### src/rtl/pdl_pkg.sv
package pdl_pkg;
  // width of an index over n items, never below one bit
  function automatic int unsigned idx_w(input int unsigned n);
    return (n < 2) ? 1 : $clog2(n);
  endfunction
endpackage

### src/rtl/pdl_rst_sync.sv
module pdl_rst_sync (
  input  logic clk,
  input  logic rst_n,
  output logic rst_s_n
);
  logic meta_q;

  always_ff @(posedge clk or negedge rst_n) begin
    if (!rst_n) begin
      meta_q  <= 1'b0;
      rst_s_n <= 1'b0;
    end else begin
      meta_q  <= 1'b1;
      rst_s_n <= meta_q;
    end
  end
endmodule

### src/rtl/pdl_phase_ctr.sv
module pdl_phase_ctr #(
  parameter int unsigned NUM_PHASES = 4,
  parameter logic [NUM_PHASES-1:0] PHASE_MASK = 4'b0100,
  localparam int unsigned PH_W = pdl_pkg::idx_w(NUM_PHASES)
) (
  input  logic            clk,
  input  logic            rst_n,
  input  logic            ce,
  input  logic            clr,
  output logic            adv,
  output logic [PH_W-1:0] ph_q
);
  localparam logic [PH_W-1:0] LAST = PH_W'(NUM_PHASES - 1);

  logic [PH_W-1:0] ph_d;

  always_comb begin
    ph_d = ph_q;
    if (clr) begin
      ph_d = '0;
    end else if (ce) begin
      ph_d = (ph_q == LAST) ? '0 : ph_q + 1'b1;
    end
  end

  // leftmost mask bit is phase 1
  assign adv = ce & ~clr & PHASE_MASK[LAST - ph_q];

  always_ff @(posedge clk or negedge rst_n) begin
    if (!rst_n) begin
      ph_q <= '0;
    end else begin
      ph_q <= ph_d;
    end
  end
endmodule

### src/rtl/pdl_stage_chain.sv
module pdl_stage_chain #(
  parameter int unsigned DATA_W = 8,
  parameter int unsigned STAGES = 3,
  parameter logic [DATA_W-1:0] CLEAR_VAL = '0
) (
  input  logic                     clk,
  input  logic                     rst_n,
  input  logic                     adv,
  input  logic                     clr,
  input  logic [DATA_W-1:0]        din,
  output logic [DATA_W-1:0]        dout,
  output logic [STAGES*DATA_W-1:0] stg_flat
);
  logic [DATA_W-1:0] stg_q [STAGES];
  logic [DATA_W-1:0] stg_d [STAGES];

  for (genvar gi = 0; gi < STAGES; gi++) begin : g_stage
    logic [DATA_W-1:0] src;
    if (gi == 0) begin : g_head
      assign src = din;
    end else begin : g_body
      assign src = stg_q[gi-1];
    end

    always_comb begin
      if (clr) begin
        stg_d[gi] = CLEAR_VAL;
      end else if (adv) begin
        stg_d[gi] = src;
      end else begin
        stg_d[gi] = stg_q[gi];
      end
    end

    always_ff @(posedge clk or negedge rst_n) begin
      if (!rst_n) begin
        stg_q[gi] <= CLEAR_VAL;
      end else begin
        stg_q[gi] <= stg_d[gi];
      end
    end

    assign stg_flat[gi*DATA_W +: DATA_W] = stg_q[gi];
  end

  assign dout = stg_q[STAGES-1];
endmodule

### src/rtl/phase_gated_delay.sv
module phase_gated_delay #(
  parameter int unsigned DATA_W     = 8,
  parameter int unsigned STAGES     = 3,
  parameter int unsigned NUM_PHASES = 4,
  parameter logic [NUM_PHASES-1:0] PHASE_MASK = 4'b0100,
  parameter logic [DATA_W-1:0]     CLEAR_VAL  = 8'hA5,
  parameter bit USE_CE  = 1'b1,
  parameter bit USE_CLR = 1'b1
) (
  input  logic              clk,
  input  logic              rst_n,
  input  logic              ce,
  input  logic              clr,
  input  logic [DATA_W-1:0] din,
  output logic [DATA_W-1:0] dout
);
  localparam int unsigned PH_W = pdl_pkg::idx_w(NUM_PHASES);

  logic                     rst_s_n;
  logic                     ce_eff;
  logic                     clr_eff;
  logic                     adv;
  logic [PH_W-1:0]          ph_q;
  logic [STAGES*DATA_W-1:0] stg_flat;

  assign ce_eff  = USE_CE  ? ce  : 1'b1;
  assign clr_eff = USE_CLR ? clr : 1'b0;

  pdl_rst_sync u_rst (
    .clk     (clk),
    .rst_n   (rst_n),
    .rst_s_n (rst_s_n)
  );

  pdl_phase_ctr #(
    .NUM_PHASES (NUM_PHASES),
    .PHASE_MASK (PHASE_MASK)
  ) u_phase (
    .clk   (clk),
    .rst_n (rst_s_n),
    .ce    (ce_eff),
    .clr   (clr_eff),
    .adv   (adv),
    .ph_q  (ph_q)
  );

  pdl_stage_chain #(
    .DATA_W    (DATA_W),
    .STAGES    (STAGES),
    .CLEAR_VAL (CLEAR_VAL)
  ) u_chain (
    .clk      (clk),
    .rst_n    (rst_s_n),
    .adv      (adv),
    .clr      (clr_eff),
    .din      (din),
    .dout     (dout),
    .stg_flat (stg_flat)
  );
endmodule

### config.mk
export PLATFORM = sky130hd
export DESIGN_NAME = phase_gated_delay
export DESIGN_NICKNAME = d
export VERILOG_FILES = /design/src/rtl/pdl_pkg.sv /design/src/rtl/pdl_rst_sync.sv /design/src/rtl/pdl_phase_ctr.sv /design/src/rtl/pdl_stage_chain.sv /design/src/rtl/phase_gated_delay.sv
export SDC_FILE = /design/constraint.sdc
export NUM_CORES = 1
export LEC_CHECK = 0
export ABC_AREA = 1
export BUFFER_PORTS_ARGS = -buffer_cell sky130_fd_sc_hd__buf_2
export CORE_MARGIN = 1.5
export CORE_UTILIZATION = 55
export CTS_CLUSTER_DIAMETER = 60
export DETAILED_ROUTE_END_ITERATION = 12
export PLACE_DENSITY = 0.79
export SYNTH_ARGS = -nofsm -noshare
export SYNTH_HDL_FRONTEND = slang
export SYNTH_SLANG_ARGS = --single-unit
### constraint.sdc
create_clock -name clk -period 2.2 [get_ports clk]
set_clock_uncertainty 0.15 [all_clocks]
set_input_delay 0.22 -clock clk [delete_from_list [all_inputs] [get_ports clk]]
set_output_delay 0.22 -clock clk [all_outputs]
set_load 0.1 [all_outputs]
==> results.cfg, run 1 <==
[run_status]
status = finished clean

[worst_hold_path]
worst_hold_path_type = in -> reg
hp-start = din[5]
hold_end = u_chain.g_stage[1].src[5]
min_delay_path_depth = 5

[setup_path]
cp_slowest_stage_delay_ns = 0.56
reg2reg_slack_ns = 0.55
endpoint_kind = primary output
worst_ep_required_time_ns = 1.83
r2r_cells = 5
path_buf_inv = 1
crit_chain = buf_2
crit_type = reg -> out
arrival_ns = 1.30
path_max_fanout = 2
crit_family = flip-flops
timing.rr.start = u_phase.ph_q[0]
setup.worst_path.start_class = flop
reg2reg_to = u_chain.dout[4]
crit_path_start = u_chain.dout[2]
slowest_stage = dfstp_2

[final_layout]
finalCoreUtilization_pct = 61.6
num-nets-final = 210
syn_to_final_growth_pct = 7.28
multiInputGateArea_um2 = 464
seqCellArea_um2 = 716
antenna_cells = 0
fill_cells = 229
drive_above_1_share_pct = 20.5

[timing]
clock.fmax_mhz = 600
worstMarginPinSlew_ns = 0.703
relSlewSlack_pct = 53.0
slew_viol_final = 0
setup_viol = 0
finalHoldViolCount = 0
period_needed_ns = 1.67
final.setup.tns_ns = 0
grt_setup_unrepaired = no
period_share_pct = 75.8

[clock_network]
cts_tree = yes
h-tree-depth = 1
clock-sinks = 28
cts.clk_slew.worst_paths_ns = 0.15
postCtsResizedCells = 0
cts-root-buf = clkbuf_4
cts_setup_buffers = 0
holdBufCountCts = 4
insertion_delay_ns = 0.32
cts.path.max_buffers = 2
cts_inserted_buffers = 3

[global_routing]
grt_pass1_wl_um = 3840
antenna_found_initial = 0
grt_usage_pct = 18.3
grt_pass1_vias = 912
grt_start_max_net_pins = 38
grt_overflow = 0

[power_and_ir_drop]
pwr-share-seq_pct = 54.2
switchingPower_w = 0.000376
peakVddDrop_v = 0.000655
p_int_w = 0.000751
power_density_nw_per_um2 = 745
switching_share_pct = 33.3
p_leak_nw = 0.885
p_clk_share_pct = 22.2
combinationalPowerShare_pct = 23.6

[die]
die_h_um = 53.6
num_rows = 18
io_pins = 20
die-area_um2 = 2880
die_w_um = 53.6
start_util_pct = 57.4
coreArea_um2 = 2450

[routing]
drc = 0
ant_nets = 0
wirelength_um = 2270
drt_iter0_drc = 18
wire_per_inst_um = 10.1
vias = 1055
vias_per_cell = 4.69
drtPass1Iterations = 4

[synthesis]
synth_area_per_cell_um2 = 7.75
synthTopCellsByArea = dfrtp_1 28%, dfstp_2 22%, nand2_1 18%
async_flop_share_pct = 100
yosys-top-cells-count = 66 x nand2_1, 26 x inv_1, 24 x nand3_1, 16 x dfrtp_1, 15 x nor2_1
netlist.area_leader.share_pct = 28.4
synth_cell_types = 15
seq_area_frac_synth_pct = 50.8
yosys_warnings = 0
syn_area_um2 = 1410
synthFlopType = dfrtp_1
synth_fp_nets = 196
yosysTopAreaCell = dfrtp_1
synthCells = 182
synth_edf_count = 0
yosysMostFrequentCell = nand2_1
synth_seq_cells = 28

[run]
cap_viol_max_count = 0

[place]
place_hpwl_um = 1450
port_buffers = 19
gp_congestion = 0.699
power by group through the flow:
| stage | clock [W] | combinational [W] | sequential (W) |
|---|---|---|---|
| finish | 0.000250 | 0.000266 | 0.000611 |
| global route | 0.000279 | 0.000295 | 0.000618 |
| CTS | 0.000259 | 0.000270 | 0.000612 |
| detailed placement | 0 | 0.000264 | 0.000620 |
| global placement | 0 | 0.000259 | 0.000617 |
| floorplan | 0 | 0.000240 | 0.000620 |
routing by layer:
| layer | up-vias | share of wire [%] | global-route usage (%) | wire length [µm] |
|---|---|---|---|---|
| li1 | 557 | - | - | - |
| met1 | 476 | 48 | 25.0 | 1080 |
| met2 | 20 | 48 | 29.0 | 1100 |
| met3 | 2 | 3.3 | 2.50 | 75 |
| met4 | 0 | 0.66 | 7.69 | 15 |
| met5 | - | 0 | 0 | 0 |
final cells by class:
cell class | count | share of cell area (%)
clock buffer | 4 | 2.40
timing repair buffer | 26 | 10.4
tap | 30 | 2.48
inverter | 27 | 6.70
sequential | 28 | 47.3
multi-input combinational | 110 | 30.7
sequential cells by signal, summed over array words and instances, names as in the netlist:
register	cells
u_chain.dout	8
u_chain.g_stage.src	16
u_phase.ph_q	2
u_rst.meta_q	1
u_rst.rst_s_n	1
worst max path at each step:
| stage | to | depth (start not counted) |
|---|---|---|
| 2_1_floorplan | u_chain.dout[1] | 6 |
| 3_3_place_gp | u_chain.g_stage[1].src[3] | 5 |
| 3_5_place_dp | u_chain.dout[4] | 5 |
| 4_1_cts | dout[2] | 1 |
| 5_1_grt | u_chain.g_stage[1].src[4] | 5 |
| 6_report | dout[2] | 1 |
cells by family after synthesis:
group,after synthesis,synth area share (%)
and+or+nand+nor,106,30.5
other,1,0.266
adders and majority gates,2,1.77
buffers and inverters,44,16.3
DFF,28,50.8
AOI/OAI and AO/OA,1,0.355
placed cells by master, fill, tap and decap left out:
cell type | synthesis | routed
buf_2 | 1 | 19
buf_4 | 11 | 3
clkbuf_4 | 0 | 3
clkbuf_8 | 0 | 1
conb_1 | 1 | 1
dfrtp_1 | 16 | 16
dfstp_2 | 12 | 12
dlygate4sd3_1 | 0 | 4
ha_1 | 2 | 2
inv_1 | 26 | 26
inv_2 | 1 | 1
nand2_1 | 66 | 66
nand2_2 | 1 | 1
nand3_1 | 24 | 24
nor2_1 | 15 | 15
o21ai_0 | 1 | 1
per-stage QoR:
step	power, W	hold slack [ns]	cells	worst slack [ns]	cell area [µm²]
after global placement	0.000876	-0.145	217	0.591	1440
after detailed placement	0.000884	-0.140	217	0.560	1440
after floorplan	0.000861	-0.226	182	0.847	1410
final	0.00113	0.0197	225	0.533	1510
after global routing	0.00119	0.0218	225	0.402	1510
after CTS	0.00114	0.0132	225	0.515	1510
(Power assumes the default switching activity.)
==> inputs of run 2 (changes only) <==
Settings changed: CORE_UTILIZATION 55 to 50, PLACE_DENSITY 0.79 to 0.76.
Clock period 2.2 ns to 1.5 ns, I/O delays scaled along.
==> results.cfg, run 2 (synthesis gave the netlist of run 1 again) <==
[routing]
drt_iter0_drc = 16
drtPass1Iterations = 4
vias_per_cell = 4.60
wire_per_inst_um = 10.0
vias = 1081
drc = 0
wirelength_um = 2350
ant_nets = 0

[timing]
setup_viol = 0
slew_viol_final = 0
grt_setup_unrepaired = no
finalHoldViolCount = 0
period_needed_ns = 1.44
period_share_pct = 95.9
clock.fmax_mhz = 695
final.setup.tns_ns = 0

[die]
die-area_um2 = 3150
die_h_um = 56.1
io_pins = 20
num_rows = 19
start_util_pct = 52.0
coreArea_um2 = 2710
die_w_um = 56.1

[final_layout]
antenna_cells = 0
stdcell_count = 235
drive_above_1_share_pct = 20.1
largest_reg_flops = 16
multiInputGateArea_um2 = 464
syn_to_final_growth_pct = 18.4
final_common_cell = nand2_1
mostFrequentLayoutCells = 66 x nand2_1, 26 x inv_1, 24 x nand3_1
num-nets-final = 219
seqCellArea_um2 = 716
fill_cells = 259

[clock_network]
clock-sinks = 28
cts.clk_slew.worst_paths_ns = 0.14
cts_inserted_buffers = 3
cts.path.max_buffers = 2
h-tree-depth = 1
insertion_delay_ns = 0.33
cts-root-buf = clkbuf_4
cts_tree = yes
cts_setup_buffers = 0

[run_status]
status = finished clean

[setup_path]
crit_type = reg -> out
path_buf_inv = 1
worst_ep_required_time_ns = 1.20
setup.worst_path.start_class = flop
path_max_fanout = 2
slowest_stage = buf_2
crit_family = buffers and inverters
cp_slowest_stage_delay_ns = 0.43
arrival_ns = 1.14
endpoint_kind = primary output
crit_chain = buf_2

[run]
cap_viol_max_count = 0

[global_routing]
antenna_found_initial = 0
grt_usage_pct = 16.9
grt_start_max_net_pins = 37
grt_pass1_vias = 974
grt_overflow = 0
grt_pass1_wl_um = 4200

[power_and_ir_drop]
p_leak_nw = 0.949
power_density_nw_per_um2 = 1010
peakVddDrop_v = 0.000767

[place]
dp_cells = 220
gp_congestion = 0.717
port_buffers = 19
place_hpwl_um = 1470

[worst_hold_path]
worst_hold_path_type = in -> reg
run 2: final cells by class:
type / instances / area share (%)
multi-input combinational: 110 / 27.8
sequential: 28 / 42.9
timing repair buffer: 35 / 19.3
inverter: 27 / 6.07
clock buffer: 4 / 1.57
tap: 31 / 2.32
run 2: routing by layer:
layer  track usage, %  share of wire, %
met4             8.16               1.9
met2             27.4                49
met3             2.09               3.7
met5                0                 0
met1             22.4                45
run 2: power breakdown:
part,internal (W),total (W),switching [W]
sequential,0.000859,0.000906,0.0000473
clock,0.000104,0.000315,0.000211
combinational,0.000166,0.000467,0.000301
total,0.00113,0.00169,0.000558
run 2: worst paths after layout:
| check | start | cells after the start | end | slack [ns] |
|---|---|---|---|---|
| min in group asynchronous | u_rst.rst_s_n | 1 | u_chain.g_stage[1].src[4] | 0.08 |
| worst min-delay path | clr | 4 | u_chain.dout[4] | 0.02 |
| worst max-delay path | u_chain.dout[4] | 1 | dout[4] | 0.06 |
| worst min register to register | u_rst.rst_s_n | 1 | u_chain.g_stage[1].src[4] | 0.08 |
| worst max register to register | u_phase.ph_q[0] | 6 | u_chain.dout[1] | 0.13 |
| max in group asynchronous | rst_n | 3 | u_rst.meta_q | 0.57 |
run 2: timing repair:
action                                 in CTS  in global routing
hold buffers                               11                  0
setup endpoints to repair                   0                  3
resized for setup                           0                  2
endpoints found under the hold margin      12                  0
run 2: metrics by stage:
step / hold slack [ns] / cell area (µm²) / util (%) / total power, W / setup WS, ns
after floorplan: -0.296 / 1410 / - / 0.00126 / 0.147
after global placement: -0.215 / 1530 / 56.3 / 0.00135 / 0.189
after detailed placement: -0.213 / 1530 / 56.3 / 0.00136 / 0.128
after CTS: 0.00337 / 1660 / 61.3 / 0.00171 / 0.0370
after global routing: 0.0266 / 1670 / 61.6 / 0.00179 / 0.000859
final: 0.0176 / 1670 / 61.6 / 0.00169 / 0.0613
